## config.mk

```make
export PLATFORM = sky130hd
export DESIGN_NAME = trace_xlat_tlb
export DESIGN_NICKNAME = d
export VERILOG_FILES = /design/src/rtl/trace_tlb_pkg.sv /design/src/rtl/trace_tlb_ctx.sv /design/src/rtl/trace_tlb_way.sv /design/src/rtl/trace_xlat_tlb.sv
export SDC_FILE = /design/constraint.sdc
export NUM_CORES = 1
export LEC_CHECK = 0
export ABC_CLOCK_PERIOD_IN_PS = 7600
export BUFFER_PORTS_ARGS = -buffer_cell sky130_fd_sc_hd__buf_2
export CAP_MARGIN = 20
export CORE_ASPECT_RATIO = 1.2
export CORE_MARGIN = 5
export CORE_UTILIZATION = 43
export CTS_CLUSTER_DIAMETER = 150
export DETAILED_ROUTE_END_ITERATION = 6
export HOLD_SLACK_MARGIN = 0.12
export PLACE_DENSITY = 0.68
export SLEW_MARGIN = 20
export SYNTH_ARGS = -nofsm -noshare
export SYNTH_HDL_FRONTEND = slang
export SYNTH_SLANG_ARGS = --single-unit
```

## constraint.sdc

```tcl
create_clock -name clk -period 7.6 [get_ports clk]
set_input_delay 1.52 -clock clk [delete_from_list [all_inputs] [get_ports clk]]
set_output_delay 1.52 -clock clk [all_outputs]
set_load 0.01 [all_outputs]
```

## src/rtl/trace_tlb_pkg.sv

```systemverilog
package trace_tlb_pkg;

    // Source of the translation context used for trace writes
    typedef enum logic {
        CTX_DELEG = 1'b0,
        CTX_TRACE = 1'b1
    } ctx_src_e;

    localparam int unsigned TT_PAGE_OFF_W = 12;

endpackage

```

## src/rtl/trace_tlb_ctx.sv

```systemverilog
module trace_tlb_ctx
    import trace_tlb_pkg::*;
#(
    parameter int unsigned ASID_W = 16,
    parameter int unsigned VMID_W = 14
) (
    input  logic              clk,
    input  logic              rst_n,
    input  ctx_src_e          mode_sel,
    input  logic [ASID_W-1:0] dflt_asid,
    input  logic [VMID_W-1:0] dflt_vmid,
    input  logic [ASID_W-1:0] alt_asid,
    input  logic [VMID_W-1:0] alt_vmid,
    input  logic              alt_bare,
    output logic [ASID_W-1:0] sel_asid,
    output logic [VMID_W-1:0] sel_vmid,
    output logic              sel_bare,
    output logic              ctx_flush
);

    typedef struct packed {
        logic              alt;
        logic              bare;
        logic [ASID_W-1:0] asid;
        logic [VMID_W-1:0] vmid;
    } shadow_t;

    shadow_t shadow_d, shadow_q;

    always_comb begin
        shadow_d = '{alt: (mode_sel == CTX_TRACE), bare: alt_bare,
                     asid: alt_asid, vmid: alt_vmid};
        ctx_flush = (shadow_d != shadow_q);
        if (mode_sel == CTX_TRACE) begin
            sel_asid = alt_asid;
            sel_vmid = alt_vmid;
            sel_bare = alt_bare;
        end else begin
            sel_asid = dflt_asid;
            sel_vmid = dflt_vmid;
            sel_bare = 1'b0;
        end
    end

    always_ff @(posedge clk or negedge rst_n) begin
        if (!rst_n) shadow_q <= '0;
        else        shadow_q <= shadow_d;
    end

endmodule

```

## src/rtl/trace_tlb_way.sv

```systemverilog
module trace_tlb_way #(
    parameter int unsigned VPN_W  = 27,
    parameter int unsigned PPN_W  = 44,
    parameter int unsigned ASID_W = 16,
    parameter int unsigned VMID_W = 14
) (
    input  logic              clk,
    input  logic              rst_n,
    input  logic [VPN_W-1:0]  lk_vpn,
    input  logic [ASID_W-1:0] lk_asid,
    input  logic [VMID_W-1:0] lk_vmid,
    input  logic              fill_we,
    input  logic [VPN_W-1:0]  fill_vpn,
    input  logic [PPN_W-1:0]  fill_ppn,
    input  logic [ASID_W-1:0] fill_asid,
    input  logic [VMID_W-1:0] fill_vmid,
    input  logic              fill_glb,
    input  logic              fn_valid,
    input  logic              fn_va_en,
    input  logic [VPN_W-1:0]  fn_vpn,
    input  logic              fn_asid_en,
    input  logic [ASID_W-1:0] fn_asid,
    input  logic              fn_vmid_en,
    input  logic [VMID_W-1:0] fn_vmid,
    input  logic              flush_all,
    output logic              hit,
    output logic [PPN_W-1:0]  ppn
);

    typedef struct packed {
        logic              vld;
        logic              glb;
        logic [VPN_W-1:0]  vpn;
        logic [PPN_W-1:0]  ppn;
        logic [ASID_W-1:0] asid;
        logic [VMID_W-1:0] vmid;
    } ent_t;

    ent_t ent_d, ent_q;
    logic kill_old, kill_new;

    always_comb begin
        ent_d = ent_q;
        // fence against the stored tags
        kill_old = fn_valid
                 && (!fn_va_en   || fn_vpn == ent_q.vpn)
                 && (!fn_asid_en || (!ent_q.glb && fn_asid == ent_q.asid))
                 && (!fn_vmid_en || fn_vmid == ent_q.vmid);
        // fence against the tags arriving in this cycle
        kill_new = fn_valid
                 && (!fn_va_en   || fn_vpn == fill_vpn)
                 && (!fn_asid_en || (!fill_glb && fn_asid == fill_asid))
                 && (!fn_vmid_en || fn_vmid == fill_vmid);
        if (fill_we) begin
            ent_d.vld  = !kill_new && !flush_all;
            ent_d.glb  = fill_glb;
            ent_d.vpn  = fill_vpn;
            ent_d.ppn  = fill_ppn;
            ent_d.asid = fill_asid;
            ent_d.vmid = fill_vmid;
        end else if (kill_old || flush_all) begin
            ent_d.vld = 1'b0;
        end
        hit = ent_q.vld && (ent_q.vpn == lk_vpn)
            && (ent_q.glb || ent_q.asid == lk_asid)
            && (ent_q.vmid == lk_vmid);
        ppn = ent_q.ppn;
    end

    always_ff @(posedge clk or negedge rst_n) begin
        if (!rst_n) ent_q <= '0;
        else        ent_q <= ent_d;
    end

    assert_fence_kill_R6: assert property (@(posedge clk) disable iff (!rst_n)
        (!fill_we && kill_old) |=> !ent_q.vld);

    assert_ctx_flush_R9: assert property (@(posedge clk) disable iff (!rst_n)
        flush_all |=> !ent_q.vld);

    assert_fill_race_R10: assert property (@(posedge clk) disable iff (!rst_n)
        (fill_we && kill_new) |=> !ent_q.vld);

    assert_fill_load_R5: assert property (@(posedge clk) disable iff (!rst_n)
        (fill_we && !kill_new && !flush_all) |=> (ent_q.vld && ent_q.vpn == $past(fill_vpn)));

endmodule

```

## src/rtl/trace_xlat_tlb.sv

```systemverilog
module trace_xlat_tlb
    import trace_tlb_pkg::*;
#(
    parameter int unsigned VA_W     = 39,
    parameter int unsigned PA_W     = 56,
    parameter int unsigned OFF_W    = TT_PAGE_OFF_W,
    parameter int unsigned ASID_W   = 16,
    parameter int unsigned VMID_W   = 14,
    parameter int unsigned NUM_WAYS = 2
) (
    input  logic                  clk,
    input  logic                  rst_n,
    input  logic                  mode_alt,
    input  logic [ASID_W-1:0]     dflt_asid,
    input  logic [VMID_W-1:0]     dflt_vmid,
    input  logic [ASID_W-1:0]     alt_asid,
    input  logic [VMID_W-1:0]     alt_vmid,
    input  logic                  alt_bare,
    input  logic                  lk_valid,
    input  logic [VA_W-1:0]       lk_va,
    output logic                  lk_hit,
    output logic                  lk_miss,
    output logic [PA_W-1:0]       lk_pa,
    output logic                  rf_req,
    output logic [VA_W-OFF_W-1:0] rf_vpn,
    output logic [ASID_W-1:0]     rf_asid,
    output logic [VMID_W-1:0]     rf_vmid,
    input  logic                  fill_valid,
    input  logic [VA_W-OFF_W-1:0] fill_vpn,
    input  logic [PA_W-OFF_W-1:0] fill_ppn,
    input  logic [ASID_W-1:0]     fill_asid,
    input  logic [VMID_W-1:0]     fill_vmid,
    input  logic                  fill_glb,
    input  logic                  fn_valid,
    input  logic                  fn_va_en,
    input  logic [VA_W-OFF_W-1:0] fn_vpn,
    input  logic                  fn_asid_en,
    input  logic [ASID_W-1:0]     fn_asid,
    input  logic                  fn_vmid_en,
    input  logic [VMID_W-1:0]     fn_vmid
);

    localparam int unsigned VPN_W = VA_W - OFF_W;
    localparam int unsigned PPN_W = PA_W - OFF_W;
    localparam int unsigned PTR_W = (NUM_WAYS > 1) ? $clog2(NUM_WAYS) : 1;

    typedef struct packed {
        logic [PTR_W-1:0] ptr;
    } repl_t;

    repl_t             repl_d, repl_q;
    logic [ASID_W-1:0] sel_asid;
    logic [VMID_W-1:0] sel_vmid;
    logic              sel_bare;
    logic              ctx_flush;
    logic              fill_we;
    logic              any_hit;
    logic [PPN_W-1:0]  hit_ppn;
    logic [NUM_WAYS-1:0] way_hit;
    logic [PPN_W-1:0]  way_ppn [NUM_WAYS];

    trace_tlb_ctx #(.ASID_W(ASID_W), .VMID_W(VMID_W)) ctx_i (
        .clk       (clk),
        .rst_n     (rst_n),
        .mode_sel  (ctx_src_e'(mode_alt)),
        .dflt_asid (dflt_asid),
        .dflt_vmid (dflt_vmid),
        .alt_asid  (alt_asid),
        .alt_vmid  (alt_vmid),
        .alt_bare  (alt_bare),
        .sel_asid  (sel_asid),
        .sel_vmid  (sel_vmid),
        .sel_bare  (sel_bare),
        .ctx_flush (ctx_flush)
    );

    for (genvar g = 0; g < NUM_WAYS; g++) begin : g_way
        trace_tlb_way #(.VPN_W(VPN_W), .PPN_W(PPN_W), .ASID_W(ASID_W), .VMID_W(VMID_W)) way_i (
            .clk        (clk),
            .rst_n      (rst_n),
            .lk_vpn     (lk_va[VA_W-1:OFF_W]),
            .lk_asid    (sel_asid),
            .lk_vmid    (sel_vmid),
            .fill_we    (fill_we && (repl_q.ptr == PTR_W'(g))),
            .fill_vpn   (fill_vpn),
            .fill_ppn   (fill_ppn),
            .fill_asid  (fill_asid),
            .fill_vmid  (fill_vmid),
            .fill_glb   (fill_glb),
            .fn_valid   (fn_valid),
            .fn_va_en   (fn_va_en),
            .fn_vpn     (fn_vpn),
            .fn_asid_en (fn_asid_en),
            .fn_asid    (fn_asid),
            .fn_vmid_en (fn_vmid_en),
            .fn_vmid    (fn_vmid),
            .flush_all  (ctx_flush),
            .hit        (way_hit[g]),
            .ppn        (way_ppn[g])
        );
    end

    always_comb begin
        any_hit = 1'b0;
        hit_ppn = '0;
        // lowest index takes priority
        for (int i = NUM_WAYS - 1; i >= 0; i--) begin
            if (way_hit[i]) begin
                any_hit = 1'b1;
                hit_ppn = way_ppn[i];
            end
        end
        fill_we = fill_valid && !sel_bare;
        repl_d  = repl_q;
        if (fill_we) begin
            if (repl_q.ptr == PTR_W'(NUM_WAYS - 1)) repl_d.ptr = '0;
            else                                    repl_d.ptr = repl_q.ptr + 1'b1;
        end
        lk_hit  = lk_valid && (sel_bare || any_hit);
        lk_miss = lk_valid && !lk_hit;
        lk_pa   = sel_bare ? PA_W'(lk_va) : {hit_ppn, lk_va[OFF_W-1:0]};
        rf_req  = lk_miss;
        rf_vpn  = lk_va[VA_W-1:OFF_W];
        rf_asid = sel_asid;
        rf_vmid = sel_vmid;
    end

    always_ff @(posedge clk or negedge rst_n) begin
        if (!rst_n) repl_q <= '0;
        else        repl_q <= repl_d;
    end

    assert_bare_passthru_R8: assert property (@(posedge clk) disable iff (!rst_n)
        (lk_valid && sel_bare) |-> (lk_hit && !rf_req && lk_pa == PA_W'(lk_va)));

    assert_miss_request_R4: assert property (@(posedge clk) disable iff (!rst_n)
        rf_req |-> (lk_valid && !lk_hit && rf_vpn == lk_va[VA_W-1:OFF_W]));

    assert_fifo_advance_R5: assert property (@(posedge clk) disable iff (!rst_n)
        fill_we |=> (repl_q.ptr != $past(repl_q.ptr)));

    assert_hit_single_R2: assert property (@(posedge clk) disable iff (!rst_n)
        $countones(way_hit) <= 1);

endmodule

```

==> impl_metrics.json, run 1 <==
{
  "routed_wl_mm": 43.7,
  "synthDominantAreaCellType": "dfrtp_1",
  "finalSetupTns_ns": 0,
  "ctsHoldBuffers": 0,
  "initial_util": 0.437,
  "die_width_um": 173,
  "hold_path.class": "flop to flop",
  "worst_path_max_delay_cell": "buf_2",
  "clkLatencyLatePin_ns": 0.54,
  "area_share_of_the_largest_cell_type_after_synthesis": 0.435,
  "dr_wl_met2_mm": 21.6,
  "port_buffers": 359,
  "yosys.cell_count.top_type": "dfrtp_1",
  "cp_data_arrival_time_ns": 5.22,
  "count_of_unique_library_cells_instantiated_by_yosys": 38,
  "cp_slowest_stage_delay_ns": 0.66,
  "cts_root_buf": "clkbuf_16",
  "multi_input_logic_area_sq_mm": 0.00709,
  "worst_ir_drop_on_vdd_v": 0.000212,
  "ant_nets": 0,
  "yosys_warning_total": 0,
  "pre_cts_ws_ns": 0.857,
  "std_cell_rows": 71,
  "num_clock_sinks": 239,
  "rsz0062_at_grt": "no",
  "total_power_mw": 4.44,
  "post_synth_inst_count": 1185,
  "worst_slew_margin_rel": 0.379,
  "cts_setup_buffers": 0,
  "crit_chain": "buf_2 -> buf_4 -> mux2i_2 -> xnor2_1 -> nor4_1 -> nand4_1 -> a2111oi_4 -> buf_12 -> a21oi_4 -> a31o_2 -> buf_2",
  "post-place-cells": 1868,
  "final-hold-violation-count": 0,
  "drt_pre_antenna_iters": 5,
  "power.density_cell_area_mw_per_mm2": 269,
  "place_area_sq_mm": 0.0156,
  "filler_cell_count": 2872,
  "synthesis.nets": 1453,
  "die_h_um": 206,
  "detailroute.wirelength.met3_mm": 2.82,
  "worstSetupPathType": "primary input to primary output",
  "post_synth_main_area_contributors": "dfrtp_1 (43%), mux2_2 (17%), xor2_1 (12%)",
  "synth-async-reset-ratio": 1.00,
  "synth.ff_latch_count": 239,
  "drive_gt1_frac": 0.421,
  "cts-buffers-inserted": 27,
  "number_of_global_route_vias_before_repair": 11000,
  "utilization": 0.525,
  "run_status": "completed",
  "layout_setup_ws_ns": 0.864,
  "htreeDepth": 1,
  "final_period_minus_worst_setup_slack_ns": 6.74,
  "ys_dominant_reg_cell": "dfrtp_1",
  "layout.area.seq_sq_mm": 0.00598,
  "routabilityCongestion": 0.908,
  "via_per_inst": 5.36,
  "post_cts_resized": 0,
  "post_layout_nonfiller_instances": 1920,
  "clock_transition_at_the_registers_of_the_reported_paths_ns": 0.06,
  "floorplan.io_pins": 384,
  "synth_top_cells_by_count": "dfrtp_1 (239), mux2_2 (204), xor2_1 (189), xnor2_1 (124), nor4_1 (47)",
  "tritoncts_clock_tree": "done",
  "average_cell_area_after_synthesis_sq_um": 11.6,
  "setup.worst_path.start_class": "primary input",
  "finalNetCount": 1765,
  "wl_per_cell_um": 22.7,
  "top_layer_used": "met5",
  "floorplan.die_area_sq_mm": 0.0357,
  "via_count": 10300,
  "finalInstanceArea_sq_mm": 0.0165,
  "grt_pass1_wl_mm": 65.3,
  "worst-path-max-fanout": 72,
  "hold_ws_ns": 0.496,
  "slew_violations": 0,
  "worst_margin_pin_slew_ns": 0.931,
  "combined_area_of_all_synthesized_cells_sq_mm": 0.0138,
  "timing.fmax_ghz": 0.148,
  "post-dp-hpwl_mm": 33.8,
  "report.final.setup_viol": 0,
  "first_iter_violations": 596,
  "critPathRequiredTime_ns": 6.08,
  "grt_max_degree": 130,
  "power.leakage_nw": 7.43,
  "synth_seq_area_share": 0.435,
  "max_cap_viol_count": 0,
  "grt_usage": 0.236,
  "cts.path.max_buffers": 3,
  "remaining_drc_errors": 0,
  "critPathCaptureType": "primary output",
  "layout-area-overhead-vs-synth_pct": 20.1,
  "initial_antenna_violation_count": 7,
  "core_area_sq_mm": 0.0314,
  "cpMostUsedCell": "buf_2",
  "final.period_utilization": 0.886,
  "drt-met1-wl_mm": 17.6,
  "clock-skew-final_ns": 0.0174,
  "number_of_enable_type_register_cells_in_the_synthesized_netlist": 0,
  "global_route.overflow_total": 0
}
-- area by class of cell --
type                            instances  area share
Tap cell                              401      0.0304
Antenna cell                            1    0.000151
Multi-Input combinational cell        821       0.429
Clock inverter                         12     0.00750
Timing Repair Buffer                  370       0.117
Inverter                               38     0.00863
Sequential cell                       239       0.362
Clock buffer                           38      0.0458
-- critical path: cells and delay by family --
| kind | cells | cell delay, ns |
|---|---|---|
| buf+inv | 4 | 1.46 |
| compound gates | 3 | 0.85 |
| simple gates | 2 | 0.72 |
| mux | 1 | 0.44 |
| xor+xnor | 1 | 0.14 |
-- cell usage in the layout (no fill, tap or decap), types with 5 or more instances in the layout --
| cell | n |
|---|---|
| buf_2 | 358 |
| dfrtp_1 | 239 |
| mux2_2 | 204 |
| xor2_1 | 189 |
| xnor2_1 | 124 |
| nor4_1 | 47 |
| inv_1 | 38 |
| nand4_1 | 38 |
| nand2_1 | 32 |
| nor2_1 | 29 |
| nand3b_1 | 27 |
| a31oi_1 | 27 |
| clkbuf_16 | 27 |
| and3_1 | 18 |
| a31o_1 | 16 |
| mux2i_2 | 15 |
| mux2i_1 | 15 |
| nand3_1 | 9 |
| buf_4 | 8 |
| nor3_1 | 7 |
| clkbuf_1 | 7 |
| clkinv_2 | 5 |
-- cells by family after synthesis --
logic type | Yosys count | share of synthesized area
AOI/OAI and AO/OA | 64 | 0.0367
xor gates and xnor gates | 313 | 0.199
buffers and inverters | 125 | 0.0513
DFF | 239 | 0.435
muxes | 234 | 0.193
and+or+nand+nor | 210 | 0.0851
-- routing by layer --
metal | vias up | track usage
met5 | - | 0
met4 | 8 | 0.0833
met3 | 93 | 0.0509
met2 | 390 | 0.412
met1 | 5072 | 0.290
li1 | 4734 | -
-- where the power goes --
group,switching (mW),total (mW),internal [mW]
clock,0.537,1.30,0.762
combinational,0.541,1.19,0.648
sequential,0.319,1.95,1.63
total,1.40,4.44,3.04
-- state kept, by name, indices dropped and copies added (netlist names) --
signal             count
ctx_i.shadow_q        32
g_way.way_i.ppn       88
repl_q                 1
g_way.way_i.ent_q    118
-- path summary, 6_finish.rpt --
path	end	startpoint	depth (start not counted)	slack [ns]
max	lk_pa[55]	mode_alt	11	0.86
min	g_way[0].way_i.ppn[32]	g_way[0].way_i.ppn[32]	1	0.50
max reg2reg	g_way[1].way_i.ent_q[74]	repl_q	3	5.12
min reg2reg	g_way[0].way_i.ppn[32]	g_way[0].way_i.ppn[32]	1	0.50
max in group asynchronous	g_way[0].way_i.ppn[39]	rst_n	3	5.17
min in group asynchronous	g_way[1].way_i.ent_q[27]	rst_n	1	0.87
Power figures use the tool's default switching activity.
==> inputs of run 2 (changes only) <==
--- a/config.mk
+++ b/config.mk
@@ -9,7 +9,7 @@
 export BUFFER_PORTS_ARGS = -buffer_cell sky130_fd_sc_hd__buf_2
 export CAP_MARGIN = 20
 export CORE_ASPECT_RATIO = 1.2
-export CORE_MARGIN = 5
+export CORE_MARGIN = 10
 export CORE_UTILIZATION = 43
 export CTS_CLUSTER_DIAMETER = 150
 export DETAILED_ROUTE_END_ITERATION = 6
==> run 2 against run 1 <==
Compared with the run above: count of clock-buffer cells in the layout down 1; via count about the same; worst setup slack better by 0.012 ns; die area up 11%; clock power about the same; final cell count down 0.21%; wire length up 3.1%; power up 0.23%; global-route usage down 1.6 points; register-to-register slack worse by 0.06 ns; sequential power about the same; non-clock buffer count down 2; highest routed layer unchanged.
==> impl_metrics.json, run 2 (synthesized netlist as in run 1, its figures left out) <==
{
  "grt_use_met1": 0.257,
  "routed_wl_mm": 45.0,
  "timing.reg2reg.setup_slack_ns": 5.06,
  "post_cts_resized": 0,
  "core_area_sq_mm": 0.0314,
  "largest_reg_flops": 118,
  "seqPwrFrac": 0.437,
  "min_to": "g_way[0].way_i.ppn[35]",
  "num_clock_sinks": 239,
  "p_int_mw": 3.08,
  "first_iter_violations": 462,
  "final_period_minus_worst_setup_slack_ns": 6.72,
  "via_per_inst": 5.37,
  "layout-area-overhead-vs-synth_pct": 20.1,
  "ant_nets": 0,
  "final.period_utilization": 0.885,
  "power_frac_clock": 0.296,
  "cts_setup_buffers": 0,
  "routabilityCongestion": 0.924,
  "run_status": "completed",
  "initial_util": 0.437,
  "critical-path-top-delay-family": "buffers and inverters",
  "hold_path.class": "flop to flop",
  "multi_input_logic_area_sq_mm": 0.00709,
  "port_buffers": 359,
  "use_met3": 0.0541,
  "worst-path-max-fanout": 45,
  "grt_max_degree": 164,
  "power.switching_mw": 1.37,
  "globalRouteMet2Util": 0.380,
  "clock-skew-final_ns": 0.00955,
  "tritoncts_clock_tree": "done",
  "power.density_cell_area_mw_per_mm2": 269,
  "drive_gt1_frac": 0.421,
  "commonest_cells_after_routing_fill_and_taps_aside": "buf_2 (358), dfrtp_1 (239), mux2_2 (204)",
  "worst_path_max_delay_cell": "nor4_1",
  "cts_root_buf": "clkbuf_16",
  "worst_margin_pin_slew_ns": 1.09,
  "layout.area.seq_sq_mm": 0.00598,
  "global_route.overflow_total": 0,
  "grt_usage": 0.220,
  "ctsHoldBuffers": 0,
  "floorplan.die_area_sq_mm": 0.0396,
  "post-dp-hpwl_mm": 35.0,
  "regToRegEndpoint": "g_way[0].way_i.ppn[9]",
  "hold_path.startpoint": "g_way[0].way_i.ppn[35]",
  "die_width_um": 183,
  "timing.fmax_ghz": 0.149,
  "cts-buffers-inserted": 26,
  "power.share.switching": 0.307,
  "remaining_drc_errors": 0,
  "clock_transition_at_the_registers_of_the_reported_paths_ns": 0.06,
  "wl_per_cell_um": 23.5,
  "worstRegToRegCells": 3,
  "final-hold-violation-count": 0,
  "std_cell_rows": 71,
  "utilization": 0.525,
  "cp_num_buf_inv": 4,
  "leading_cell_type_in_the_layout_fill_and_taps_excluded": "buf_2",
  "cp_slowest_stage_delay_ns": 0.64,
  "slew_violations": 0,
  "worstSetupPathType": "primary input to primary output",
  "globalRoute.busiestLayer": "met2",
  "setup.worst_path.start_class": "primary input",
  "pwr-share-comb": 0.267,
  "critPathRequiredTime_ns": 6.08,
  "power.leakage_nw": 7.43,
  "finalNetCount": 1762,
  "critical_path.reg2reg.startpoint": "repl_q",
  "worst_ir_drop_on_vdd_v": 0.000164,
  "critPathCaptureType": "primary output",
  "crit_chain": "buf_2 -> buf_4 -> mux2i_1 -> xor2_1 -> nand4_1 -> nor4_1 -> o2111a_2 -> buf_4 -> nand3b_1 -> a31oi_1 -> buf_2",
  "floorplan.io_pins": 384,
  "drt_pre_antenna_iters": 5,
  "finalSetupTns_ns": 0,
  "via_count": 10300,
  "filler_cell_count": 2864,
  "cts.path.max_buffers": 3,
  "clkLatencyLatePin_ns": 0.53,
  "cp_data_arrival_time_ns": 5.20,
  "die_h_um": 216,
  "max_cap_viol_count": 0,
  "report.final.setup_viol": 0,
  "initial_antenna_violation_count": 8,
  "worst_slew_margin_rel": 0.271,
  "rsz0062_at_grt": "no",
  "number_of_global_route_vias_before_repair": 11100,
  "grt_pass1_wl_mm": 67.1,
  "largest-register": "g_way.way_i.ent_q",
  "hold_depth": 1,
  "htreeDepth": 1
}
## run 2: cell types whose count changed in the layout (fill, tap and decap cells not counted)
cell        previous run  this run
clkbuf_1               7         4
clkinvlp_4             4         1
bufinv_16              2         3
buf_16                 1         0
buf_6                  1         0
clkbuf_8               4         6
diode_2                1         3
buf_4                  8         7
inv_6                  1         0
buf_12                 1         2
## run 2: metrics by stage
step | cells | hold slack (ns) | power [mW] | cell area, sq um | setup slack, ns
2_1_floorplan | 1185 | 0.459 | 2.72 | 13800 | 2.18
3_3_place_gp | 1867 | 0.479 | 3.12 | 15600 | 0.760
3_5_place_dp | 1867 | 0.484 | 3.15 | 15600 | 0.799
4_1_cts | 1913 | 0.498 | 4.49 | 16500 | 0.779
5_1_grt | 1915 | 0.507 | 4.69 | 16500 | 0.679
6_report | 1916 | 0.494 | 4.45 | 16500 | 0.875
## run 2: power groups by stage
stage | logic, mW | clock network [mW] | registers [mW]
2_1_floorplan | 0.844 | 0 | 1.88
5_1_grt | 1.29 | 1.41 | 1.99
3_3_place_gp | 1.17 | 0 | 1.95
6_report | 1.19 | 1.32 | 1.94
4_1_cts | 1.20 | 1.36 | 1.94
3_5_place_dp | 1.19 | 0 | 1.96
## run 2: final cells by class
class / instances / share of cell area
Multi-Input combinational cell: 821 / 0.429
Sequential cell: 239 / 0.362
Timing Repair Buffer: 368 / 0.115
Clock buffer: 37 / 0.0468
Tap cell: 401 / 0.0304
Inverter: 38 / 0.00864
Clock inverter: 9 / 0.00742
Antenna cell: 3 / 0.000454
## run 2: how the worst max path moves through the flow
stage	from	end	depth (start not counted)	slack (ns)
after global placement	mode_alt	lk_pa[12]	11	0.76
after detailed placement	mode_alt	lk_pa[12]	11	0.80
after CTS	mode_alt	lk_pa[12]	11	0.78
after global routing	mode_alt	lk_pa[12]	11	0.68
after floorplan	mode_alt	rf_req	11	2.18
final	mode_alt	lk_pa[12]	11	0.88
## run 2: metal layers
layer  up-vias  part of all wire
met2       380              0.49
met4         8             0.034
li1       4732                 -
met5         -            0.0010
met1      5073              0.40
met3        97             0.073
## run 2: worst reg2reg max path: stages, from the launching register on
cell	delay [ns]
dfrtp_1	0.41
or2_4	0.85
buf_4	0.72
mux2_2	0.43
